## config.mk

```make
export PLATFORM = sky130hd
export DESIGN_NAME = gpio_chg_port
export DESIGN_NICKNAME = d
export VERILOG_FILES = /design/src/rtl/gpio_chg_pkg.sv /design/src/rtl/gpio_sync.sv /design/src/rtl/gpio_regs.sv /design/src/rtl/gpio_chg_det.sv /design/src/rtl/gpio_pad_ctl.sv /design/src/rtl/gpio_chg_port.sv
export SDC_FILE = /design/constraint.sdc
export NUM_CORES = 1
export LEC_CHECK = 0
export ABC_AREA = 1
export CAP_MARGIN = 30
export CORE_MARGIN = 3
export CORE_UTILIZATION = 44
export CTS_CLUSTER_SIZE = 10
export DETAILED_ROUTE_END_ITERATION = 10
export PLACE_DENSITY = 0.79
export SLEW_MARGIN = 10
export SYNTH_ARGS = -nofsm -noshare
export SYNTH_HDL_FRONTEND = slang
export SYNTH_SLANG_ARGS = --single-unit
export TNS_END_PERCENT = 30
```

## constraint.sdc

```tcl
create_clock -name clk_i -period 1.1 [get_ports clk_i]
set_input_delay 0.165 -clock clk_i [delete_from_list [all_inputs] [get_ports clk_i]]
set_output_delay 0.165 -clock clk_i [all_outputs]
set_load 0.05 [all_outputs]
```

## src/rtl/gpio_chg_pkg.sv

```systemverilog
package gpio_chg_pkg;
  typedef enum logic [1:0] {
    REG_PORT = 2'd0,
    REG_DIR  = 2'd1,
    REG_CTRL = 2'd2,
    REG_NONE = 2'd3
  } reg_addr_e;

  localparam int unsigned CTRL_FLAG_BIT = 0;
  localparam int unsigned CTRL_IE_BIT   = 1;
endpackage

```

## src/rtl/gpio_sync.sv

```systemverilog
module gpio_sync #(
  parameter int unsigned W      = 8,
  parameter int unsigned STAGES = 2
) (
  input  logic         clk_i,
  input  logic         rst_ni,
  input  logic [W-1:0] d_i,
  output logic [W-1:0] q_o
);
  logic [STAGES-1:0][W-1:0] stg_q;

  always_ff @(posedge clk_i or negedge rst_ni) begin
    if (!rst_ni) begin
      stg_q <= '0;
    end else begin
      stg_q[0] <= d_i;
      for (int s = 1; s < STAGES; s++) stg_q[s] <= stg_q[s-1];
    end
  end

  assign q_o = stg_q[STAGES-1];
endmodule

```

## src/rtl/gpio_regs.sv

```systemverilog
module gpio_regs
  import gpio_chg_pkg::*;
#(
  parameter int unsigned PORT_W = 8
) (
  input  logic              clk_i,
  input  logic              rst_ni,
  input  logic              wr_i,
  input  logic [1:0]        addr_i,
  input  logic [PORT_W-1:0] wdata_i,
  input  logic              set_flag_i,
  output logic [PORT_W-1:0] data_o,
  output logic [PORT_W-1:0] dir_o,
  output logic              flag_o,
  output logic              ie_o,
  output logic              pudis_o
);
  localparam int unsigned PUDIS_BIT = PORT_W - 1;

  logic [PORT_W-1:0] data_q, dir_q;
  logic              flag_q, ie_q, pudis_q;
  logic              wr_data, wr_dir, wr_ctrl;
  logic              unused_wbits;

  assign wr_data = wr_i && (addr_i == REG_PORT);
  assign wr_dir  = wr_i && (addr_i == REG_DIR);
  assign wr_ctrl = wr_i && (addr_i == REG_CTRL);
  assign unused_wbits = ^wdata_i[PUDIS_BIT-1:CTRL_IE_BIT+1];

  always_ff @(posedge clk_i or negedge rst_ni) begin
    if (!rst_ni) begin
      data_q  <= '0;
      dir_q   <= '1;
      ie_q    <= 1'b0;
      pudis_q <= 1'b1;
    end else begin
      if (wr_data) data_q <= wdata_i;
      if (wr_dir)  dir_q  <= wdata_i;
      if (wr_ctrl) begin
        ie_q    <= wdata_i[CTRL_IE_BIT];
        pudis_q <= wdata_i[PUDIS_BIT];
      end
    end
  end

  // set has priority over a software clear
  always_ff @(posedge clk_i or negedge rst_ni) begin
    if (!rst_ni)                                   flag_q <= 1'b0;
    else if (set_flag_i)                           flag_q <= 1'b1;
    else if (wr_ctrl && !wdata_i[CTRL_FLAG_BIT])   flag_q <= 1'b0;
  end

  assign data_o  = data_q;
  assign dir_o   = dir_q;
  assign flag_o  = flag_q;
  assign ie_o    = ie_q;
  assign pudis_o = pudis_q;
endmodule

```

## src/rtl/gpio_chg_det.sv

```systemverilog
module gpio_chg_det #(
  parameter int unsigned NCHG = 4
) (
  input  logic            clk_i,
  input  logic            rst_ni,
  input  logic [NCHG-1:0] in_i,
  input  logic [NCHG-1:0] is_in_i,
  input  logic            access_i,
  output logic [NCHG-1:0] mism_o,
  output logic            chg_o
);
  logic [NCHG-1:0] snap_q;

  always_ff @(posedge clk_i or negedge rst_ni) begin
    if (!rst_ni)       snap_q <= '0;
    else if (access_i) snap_q <= in_i;
  end

  assign mism_o = (in_i ^ snap_q) & is_in_i;
  assign chg_o  = |mism_o;
endmodule

```

## src/rtl/gpio_pad_ctl.sv

```systemverilog
module gpio_pad_ctl #(
  parameter int unsigned PORT_W  = 8,
  parameter int unsigned CHG_LSB = 4
) (
  input  logic [PORT_W-1:0] data_i,
  input  logic [PORT_W-1:0] dir_i,
  input  logic              pudis_i,
  output logic [PORT_W-1:0] pad_o,
  output logic [PORT_W-1:0] pad_oe_o,
  output logic [PORT_W-1:0] pad_pu_o
);
  for (genvar i = 0; i < PORT_W; i++) begin : g_pin
    assign pad_oe_o[i] = ~dir_i[i];
    assign pad_o[i]    = data_i[i];
    if (i >= CHG_LSB) begin : g_pu
      assign pad_pu_o[i] = dir_i[i] & ~pudis_i;
    end else begin : g_nopu
      assign pad_pu_o[i] = 1'b0;
    end
  end
endmodule

```

## src/rtl/gpio_chg_port.sv

```systemverilog
module gpio_chg_port
  import gpio_chg_pkg::*;
#(
  parameter int unsigned PORT_W      = 8,
  parameter int unsigned CHG_LSB     = 4,
  parameter int unsigned SYNC_STAGES = 2
) (
  input  logic              clk_i,
  input  logic              rst_ni,
  input  logic              bus_sel_i,
  input  logic              bus_we_i,
  input  logic [1:0]        bus_addr_i,
  input  logic [PORT_W-1:0] bus_wdata_i,
  output logic [PORT_W-1:0] bus_rdata_o,
  input  logic [PORT_W-1:0] pad_i,
  output logic [PORT_W-1:0] pad_o,
  output logic [PORT_W-1:0] pad_oe_o,
  output logic [PORT_W-1:0] pad_pu_o,
  output logic              irq_o,
  output logic              wake_o
);
  localparam int unsigned NCHG = PORT_W - CHG_LSB;

  logic [PORT_W-1:0] sync_q, data_q, dir_q;
  logic [NCHG-1:0]   mism;
  logic              flag_q, ie_q, pudis_q, chg, port_acc, wr;
  logic [PORT_W-1:0] ctrl_rd;

  assign wr       = bus_sel_i && bus_we_i;
  assign port_acc = bus_sel_i && (bus_addr_i == REG_PORT);

  gpio_sync #(.W(PORT_W), .STAGES(SYNC_STAGES)) sync_i (
    .clk_i, .rst_ni, .d_i(pad_i), .q_o(sync_q)
  );

  gpio_regs #(.PORT_W(PORT_W)) regs_i (
    .clk_i, .rst_ni,
    .wr_i(wr), .addr_i(bus_addr_i), .wdata_i(bus_wdata_i),
    .set_flag_i(chg),
    .data_o(data_q), .dir_o(dir_q), .flag_o(flag_q),
    .ie_o(ie_q), .pudis_o(pudis_q)
  );

  gpio_chg_det #(.NCHG(NCHG)) det_i (
    .clk_i, .rst_ni,
    .in_i(sync_q[PORT_W-1:CHG_LSB]),
    .is_in_i(dir_q[PORT_W-1:CHG_LSB]),
    .access_i(port_acc),
    .mism_o(mism), .chg_o(chg)
  );

  gpio_pad_ctl #(.PORT_W(PORT_W), .CHG_LSB(CHG_LSB)) pad_i_ctl (
    .data_i(data_q), .dir_i(dir_q), .pudis_i(pudis_q),
    .pad_o, .pad_oe_o, .pad_pu_o
  );

  always_comb begin
    ctrl_rd                = '0;
    ctrl_rd[CTRL_FLAG_BIT] = flag_q;
    ctrl_rd[CTRL_IE_BIT]   = ie_q;
    ctrl_rd[PORT_W-1]      = pudis_q;
  end

  always_comb begin
    unique case (bus_addr_i)
      REG_PORT: bus_rdata_o = sync_q;
      REG_DIR:  bus_rdata_o = dir_q;
      REG_CTRL: bus_rdata_o = ctrl_rd;
      default:  bus_rdata_o = '0;
    endcase
  end

  logic unused_mism;
  assign unused_mism = ^mism;

  assign wake_o = chg;
  assign irq_o  = flag_q & ie_q;
endmodule

```

# --- After elaboration in Yosys (flattened, before gate mapping) ---
# Cells that the tools add are included.
word_totals:
  regBits: 39
  output_inout_bits: 34
  word_cells: 39
classes:
  muxes: 3
  bitwise: 16
  n_eq_ne: 2
  reduce_logical: 10
ops:
  columns: ["op", "n"]
  rows:
  - ["one-hot mux 8 bit (3 select lines)", 1]
  - ["NOT 1 bit", 9]
  - ["logical AND 1 bit", 6]
  - ["AND 1 bit", 5]
  - ["AND 4 bit", 1]
  - ["OR reduction 4 bit", 1]
  - ["XOR 4 bit", 1]
  - ["== test 2 x 1 -> 1 bit, second input constant", 1]
  - ["== test 2 bit, second input constant", 1]
  - ["logical NOT 2 bit", 1]
  - ["2-to-1 mux 1 bit", 2]
  - ["nonzero test 2 bit", 1]
  - ["logical NOT 1 bit", 1]

# --- Depth between registers and ports, before layout ---
# Gate-level depths: netlist of the first run.
depth:
  word_depth: 5
  depth_mapped: 6
  ltp_nobuf: 6

# --- By module ---
# A second synthesis of the first run with hierarchy kept.
unflattened:
  hier_cells: 187
  area_unflattened_um2: 1823.0
by_module_without_submodules:
  columns: ["module", "instances", "area_each_um2", "cells_each"]
  rows:
  - ["gpio_regs", 1, 828.3, 75]
  - ["gpio_sync", 1, 460.4, 24]
  - ["gpio_chg_det", 1, 224.0, 27]
  - ["gpio_chg_port", 1, 171.4, 36]
  - ["gpio_pad_ctl", 1, 138.9, 25]

# --- Worst setup path after synthesis of the first run ---
# OpenSTA, ideal clock, no wires.
synth_path:
  path_type: "reg2out"
  start: "reg regs_i.dir_q[2] (netlist: regs_i.dir_o[2])"
  end: "out bus_rdata_o[2]"
  stages_incl_launch_ff: 3
  setup_slack_ns: -0.950
  required_ns: 0.935
  t_arrival_ns: 1.885
  path_cell_list: "dfstp_2 > inv_1 > o21ai_0"
synth_via:
  elab_chain_cells: 1
synth_lines:
  columns: ["element", "line", "text"]
  rows:
  - ["from (decl)", "gpio_regs.sv:20", "logic [PORT_W-1:0] data_q, dir_q;"]
  - ["from (signal assigned)", "gpio_regs.sv:38", "if (wr_dir) dir_q <= wdata_i;"]
  - ["one-hot mux 8 bit (3 select lines)", "gpio_chg_port.sv:65", "unique case (bus_addr_i)"]
  - ["to (decl)", "gpio_chg_port.sv:14", "output logic [PORT_W-1:0] bus_rdata_o,"]
# No other way between the ends.

# --- Worst setup path after layout of the first run ---
layout_path:
  start: "reg regs_i.dir_q[4] (netlist: regs_i.dir_o[4])"
  end: "out wake_o"
layout_via:
  elab_chain_cells: 2
layout_lines:
  columns: ["element", "line", "text"]
  rows:
  - ["AND 4 bit", "gpio_chg_det.sv:19", "assign mism_o = (in_i ^ snap_q) & is_in_i;"]
  - ["OR reduction 4 bit", "gpio_chg_det.sv:20", "assign chg_o = |mism_o;"]
  - ["to (decl)", "gpio_chg_port.sv:20", "output logic wake_o"]
# No other way between the ends.

==> report_table.html, run 1 <==
<table>
<tr><th>Metric</th><th>Value</th></tr>
<tr><th colspan="2">Power</th></tr>
<tr><td>Worst voltage drop across the vdd grid</td><td>roughly 0.0013 V</td></tr>
<tr><td>Sum of internal, switching and leakage power</td><td>about 0.0049 W</td></tr>
<tr><td>Power density over the cells</td><td>~1800 nW/um2</td></tr>
<tr><td>Leakage power of the design</td><td>between 1 and 1.5 nW</td></tr>
<tr><th colspan="2">Yosys</th></tr>
<tr><td>Post-Syn Area</td><td>between 1500 and 2000 um2</td></tr>
<tr><td>Fraction of synthesized cell area taken by the top area cell type</td><td>0.4812</td></tr>
<tr><td>Yosys warning total</td><td>0</td></tr>
<tr><td>Synth area leader</td><td>sky130_fd_sc_hd__dfrtp_1</td></tr>
<tr><td>Flip-flop and latch count after synthesis</td><td>39</td></tr>
<tr><td>Cell types occupying the most area after synthesis</td><td>sky130_fd_sc_hd__dfrtp_1, sky130_fd_sc_hd__dfstp_2, sky130_fd_sc_hd__nand2_1</td></tr>
<tr><td>Mean cell area of the mapped netlist</td><td>9.399 um2</td></tr>
<tr><td>Area share of and/or/nand/nor cells after synthesis</td><td>0.1724</td></tr>
<tr><td>Synthesized netlist cell count</td><td>around 170</td></tr>
<tr><td>Post-Synth Adder-Cell Area</td><td>0</td></tr>
<tr><td>Synthesized-area fraction occupied by xor and xnor cells</td><td>0</td></tr>
<tr><td>Complex-gate fraction of the synthesized area</td><td>0.1002</td></tr>
<tr><td>Top_reg_cell synth</td><td>sky130_fd_sc_hd__dfrtp_1</td></tr>
<tr><td>Post-synth EDFFs</td><td>0</td></tr>
<tr><td>Proportion of synthesized area in mux cells</td><td>0</td></tr>
<tr><td>FFs w/ async S/R, synth</td><td>1.000</td></tr>
<tr><td>Dominant combinational cell family by area after synthesis</td><td>simple AND/OR/NAND/NOR gates</td></tr>
<tr><td>Number of distinct library cells after synthesis</td><td>18</td></tr>
<tr><td>Sequential element share of the synthesized area</td><td>0.6327</td></tr>
<tr><th colspan="2">STA</th></tr>
<tr><td>RSZ-0062 raised after global routing</td><td>yes</td></tr>
<tr><td>Final clock skew</td><td>approximately 0.012 ns</td></tr>
<tr><td>Number of hold-slack violations in the final timing report</td><td>0</td></tr>
<tr><td>Smallest setup slack after layout</td><td>-0.4933 ns</td></tr>
<tr><td>Final critical path time including I/O delays and setup</td><td>1.593 ns</td></tr>
<tr><td>Max Clock Freq</td><td>between 0.6 and 0.7 GHz</td></tr>
<tr><td>Final Max Slew Viols</td><td>0</td></tr>
<tr><td>Final setup violation count</td><td>29</td></tr>
<tr><td>Share of the clock period used by the worst path</td><td>1.448</td></tr>
<tr><td>Post-Route Hold Slack</td><td>around 0.25 ns</td></tr>
<tr><th colspan="2">Route</th></tr>
<tr><td>Number of remaining DRC errors</td><td>0</td></tr>
<tr><td>Average wire per standard cell</td><td>roughly 19 um</td></tr>
<tr><td>Via total after detailed routing</td><td>about 1500</td></tr>
<tr><td>Final antenna-violating net count</td><td>0</td></tr>
<tr><td>DRT Wirelength</td><td>around 5700 um</td></tr>
<tr><td>Drt first pass iters</td><td>4</td></tr>
<tr><td>Initial DRC count</td><td>roughly 120</td></tr>
<tr><td>Vias/cell</td><td>about 5.2</td></tr>
<tr><th colspan="2">Status</th></tr>
<tr><td>Run status</td><td>complete, but fails checks</td></tr>
<tr><td>Failing checks</td><td>setup timing</td></tr>
<tr><th colspan="2">Floorplan</th></tr>
<tr><td>Overall die width</td><td>between 60 and 70 um</td></tr>
<tr><td>Overall die area</td><td>around 4300 um2</td></tr>
<tr><td>Top-level port count</td><td>56</td></tr>
<tr><td>Placement row count</td><td>20</td></tr>
<tr><td>Effective utilization at floorplan</td><td>0.4871</td></tr>
<tr><td>Vert. Die Dim</td><td>around 66 um</td></tr>
<tr><td>Core ar.</td><td>about 3200 um2</td></tr>
<tr><th colspan="2">Worst setup path</th></tr>
<tr><td>Crit path required time</td><td>0.94 ns</td></tr>
<tr><td>Startpoint type of the worst setup path</td><td>flop</td></tr>
<tr><td>Cell breakdown of the critical path</td><td>nand3_2, nand2_2, inv_2, nand2_2, buf_12</td></tr>
<tr><td>Critical path endpoint category</td><td>primary output</td></tr>
<tr><td>Stages on worst setup path</td><td>5</td></tr>
<tr><td>Highest fanout seen on the critical path</td><td>3</td></tr>
<tr><td>Family with the most delay on the worst path</td><td>flip-flops</td></tr>
<tr><td>Max incr delay on CP</td><td>0.59 ns</td></tr>
<tr><td>Type of the worst setup path</td><td>reg2out</td></tr>
<tr><td>Cell depth of the worst flop-to-flop path</td><td>7</td></tr>
<tr><td>Arrival time at the worst endpoint</td><td>roughly 1.4 ns</td></tr>
<tr><td>Slowest-stage cell, CP</td><td>sky130_fd_sc_hd__dfstp_2</td></tr>
<tr><td>Cell seen most often among critical-path stages</td><td>sky130_fd_sc_hd__nand2_2</td></tr>
<tr><td>WP buf/inv</td><td>2</td></tr>
<tr><th colspan="2">Cells and area</th></tr>
<tr><td>Most common library cell in the layout ignoring fill and taps</td><td>sky130_fd_sc_hd__nand2_1</td></tr>
<tr><td>Count of placed standard cells in the final layout, fillers left out</td><td>approximately 290</td></tr>
<tr><td>Filler cell count in the final layout</td><td>171</td></tr>
<tr><td>Multi-input combinational cell area</td><td>~560 um2</td></tr>
<tr><td>Diodes inserted</td><td>0</td></tr>
<tr><td>Synthesis-to-layout area growth</td><td>77.47%</td></tr>
<tr><td>Final-stage net count</td><td>about 270</td></tr>
<tr><td>Proportion of layout cells with a drive suffix above 1</td><td>0.4280</td></tr>
<tr><td>Flip-flop and latch area</td><td>approximately 990 um2</td></tr>
<tr><td>Leading cell types in the layout, fill and taps excluded</td><td>sky130_fd_sc_hd__nand2_1, sky130_fd_sc_hd__dfrtp_1, sky130_fd_sc_hd__buf_12, sky130_fd_sc_hd__buf_4, sky130_fd_sc_hd__clkdlybuf4s50_1</td></tr>
<tr><th colspan="2">Clock tree</th></tr>
<tr><td>CTS root buffer</td><td>sky130_fd_sc_hd__clkbuf_4</td></tr>
<tr><td>Buffer depth of the longest clock path</td><td>2</td></tr>
<tr><td>Clock network latency to the later pin of the worst-skew pair</td><td>approximately 0.35 ns</td></tr>
<tr><td># clock sinks</td><td>39</td></tr>
<tr><td>Num CTS Buffers</td><td>5</td></tr>
<tr><td>CTS tree</td><td>done</td></tr>
<tr><td>Number of levels in the clock H-tree</td><td>2</td></tr>
<tr><td>Clock-pin slew reported for the worst setup and hold paths after clock tree synthesis</td><td>0.11 ns</td></tr>
<tr><th colspan="2">Placement</th></tr>
<tr><td>Number of buffers inserted by port buffering</td><td>slightly above 50</td></tr>
<tr><td>Detailed placement HPWL</td><td>3131 um</td></tr>
<tr><td>Placed Instances</td><td>between 200 and 300</td></tr>
<tr><td>Routability cong.</td><td>~0.78</td></tr>
<tr><th colspan="2">Hold path</th></tr>
<tr><td>Hold path cells</td><td>1</td></tr>
<tr><td>Worst hold path type</td><td>in2reg</td></tr>
<tr><th colspan="2">Global routing</th></tr>
<tr><td>Antenna violations before repair</td><td>0</td></tr>
<tr><td>Largest net degree at the start of global routing</td><td>40</td></tr>
<tr><td>Via count of the first global-routing pass</td><td>roughly 1700</td></tr>
<tr><td>Total global routing track utilization</td><td>0.2765</td></tr>
<tr><td>Wire length of the first global-routing pass</td><td>8618 um</td></tr>
<tr><td>Global route overflow</td><td>0</td></tr>
<tr><th colspan="2">Job</th></tr>
<tr><td>Total of max-cap violations</td><td>0</td></tr>
</table>
power breakdown:
group	switching, W	total (W)	internal [W]
Clock	0.000464	0.000711	0.000247
Combinational	0.00134	0.00238	0.00104
Sequential	0.000178	0.00184	0.00166
Total	0.00198	0.00493	0.00295
layer usage:
metal	GRT usage	routed length, um
met5	0	0
met2	0.5297	3133
met4	0.1503	363
met1	0.2720	1922
met3	0.05812	281
cell usage after synthesis (3+ instances only):
cell type                  count
sky130_fd_sc_hd__nand2_1      47
sky130_fd_sc_hd__o21ai_1      16
sky130_fd_sc_hd__nand3_1       5
sky130_fd_sc_hd__o22ai_1       3
sky130_fd_sc_hd__nor2_1        9
sky130_fd_sc_hd__dfstp_2       9
sky130_fd_sc_hd__o21ai_0       7
sky130_fd_sc_hd__buf_4         4
sky130_fd_sc_hd__inv_1        26
sky130_fd_sc_hd__dfrtp_1      30
sky130_fd_sc_hd__o211ai_1      3
sequential cells by signal, summed over array words and instances (netlist names):
signal,flops
regs_i.data_o,8
regs_i.flag_o,1
regs_i.pudis_o,1
det_i.snap_q,4
regs_i.ie_o,1
sync_i.q_o,8
sync_i.stg_q,8
regs_i.dir_o,8
layout make-up:
type                    count  share of cell area
clock buffers               6             0.01491
clock inverters             2            0.004519
inverters                  26             0.03705
multi-input cells          98              0.2029
flip-flops and latches     39              0.3565
well taps                  44             0.01988
repair buffers             79              0.3642
stage by stage:
stage          utilization  TNS, ns  instance area [um2]  setup slack [ns]
6_report            0.8645   -7.945                 2769           -0.4933
5_1_grt             0.8645   -9.158                 2769           -0.5511
4_1_cts             0.8453   -7.961                 2708           -0.4958
3_5_place_dp        0.7742   -12.39                 2480           -0.5306
3_3_place_gp        0.7742   -10.30                 2480           -0.4680
2_1_floorplan            -   -6.870                 1583           -0.6650
final timing paths:
kind                                  from               to  slack [ns]
hold / removal                    pad_i[3]  sync_i.stg_q[3]        0.25
hold reg to reg            sync_i.stg_q[3]    sync_i.q_o[3]        0.37
setup reg to reg           det_i.snap_q[1]    regs_i.flag_o       -0.10
setup / recovery           regs_i.dir_o[4]           wake_o       -0.49
max in group asynchronous           rst_ni   regs_i.pudis_o        0.55
min in group asynchronous           rst_ni  det_i.snap_q[1]        0.29
cells by family (layout without fill, tap and decap cells):
kind of cell    Yosys count  after routing
compound gates           29             29
buf+inv                  32            113
flops                    39             39
other cells               1              4
simple gates             65             65
timing repair:
item,4_1_cts,5_1_grt
resized for setup,43,17
endpoints found under the hold margin,39,0
hold buffers,1,0
endpoints found under the setup margin,44,39
pin swaps,15,4
setup buffers,3,4
No activity file was read; power rests on OpenSTA's default activity.
==> inputs of run 2 (changes only) <==
--- a/config.mk
+++ b/config.mk
@@ -11,6 +11,7 @@
 export CORE_UTILIZATION = 44
 export CTS_CLUSTER_SIZE = 10
 export DETAILED_ROUTE_END_ITERATION = 10
+export GPL_ROUTABILITY_DRIVEN = 0
 export PLACE_DENSITY = 0.79
 export SLEW_MARGIN = 10
 export SYNTH_ARGS = -nofsm -noshare
==> results of run 2 <==
The final DEF is identical to that of run 1; final timing and power are the same.
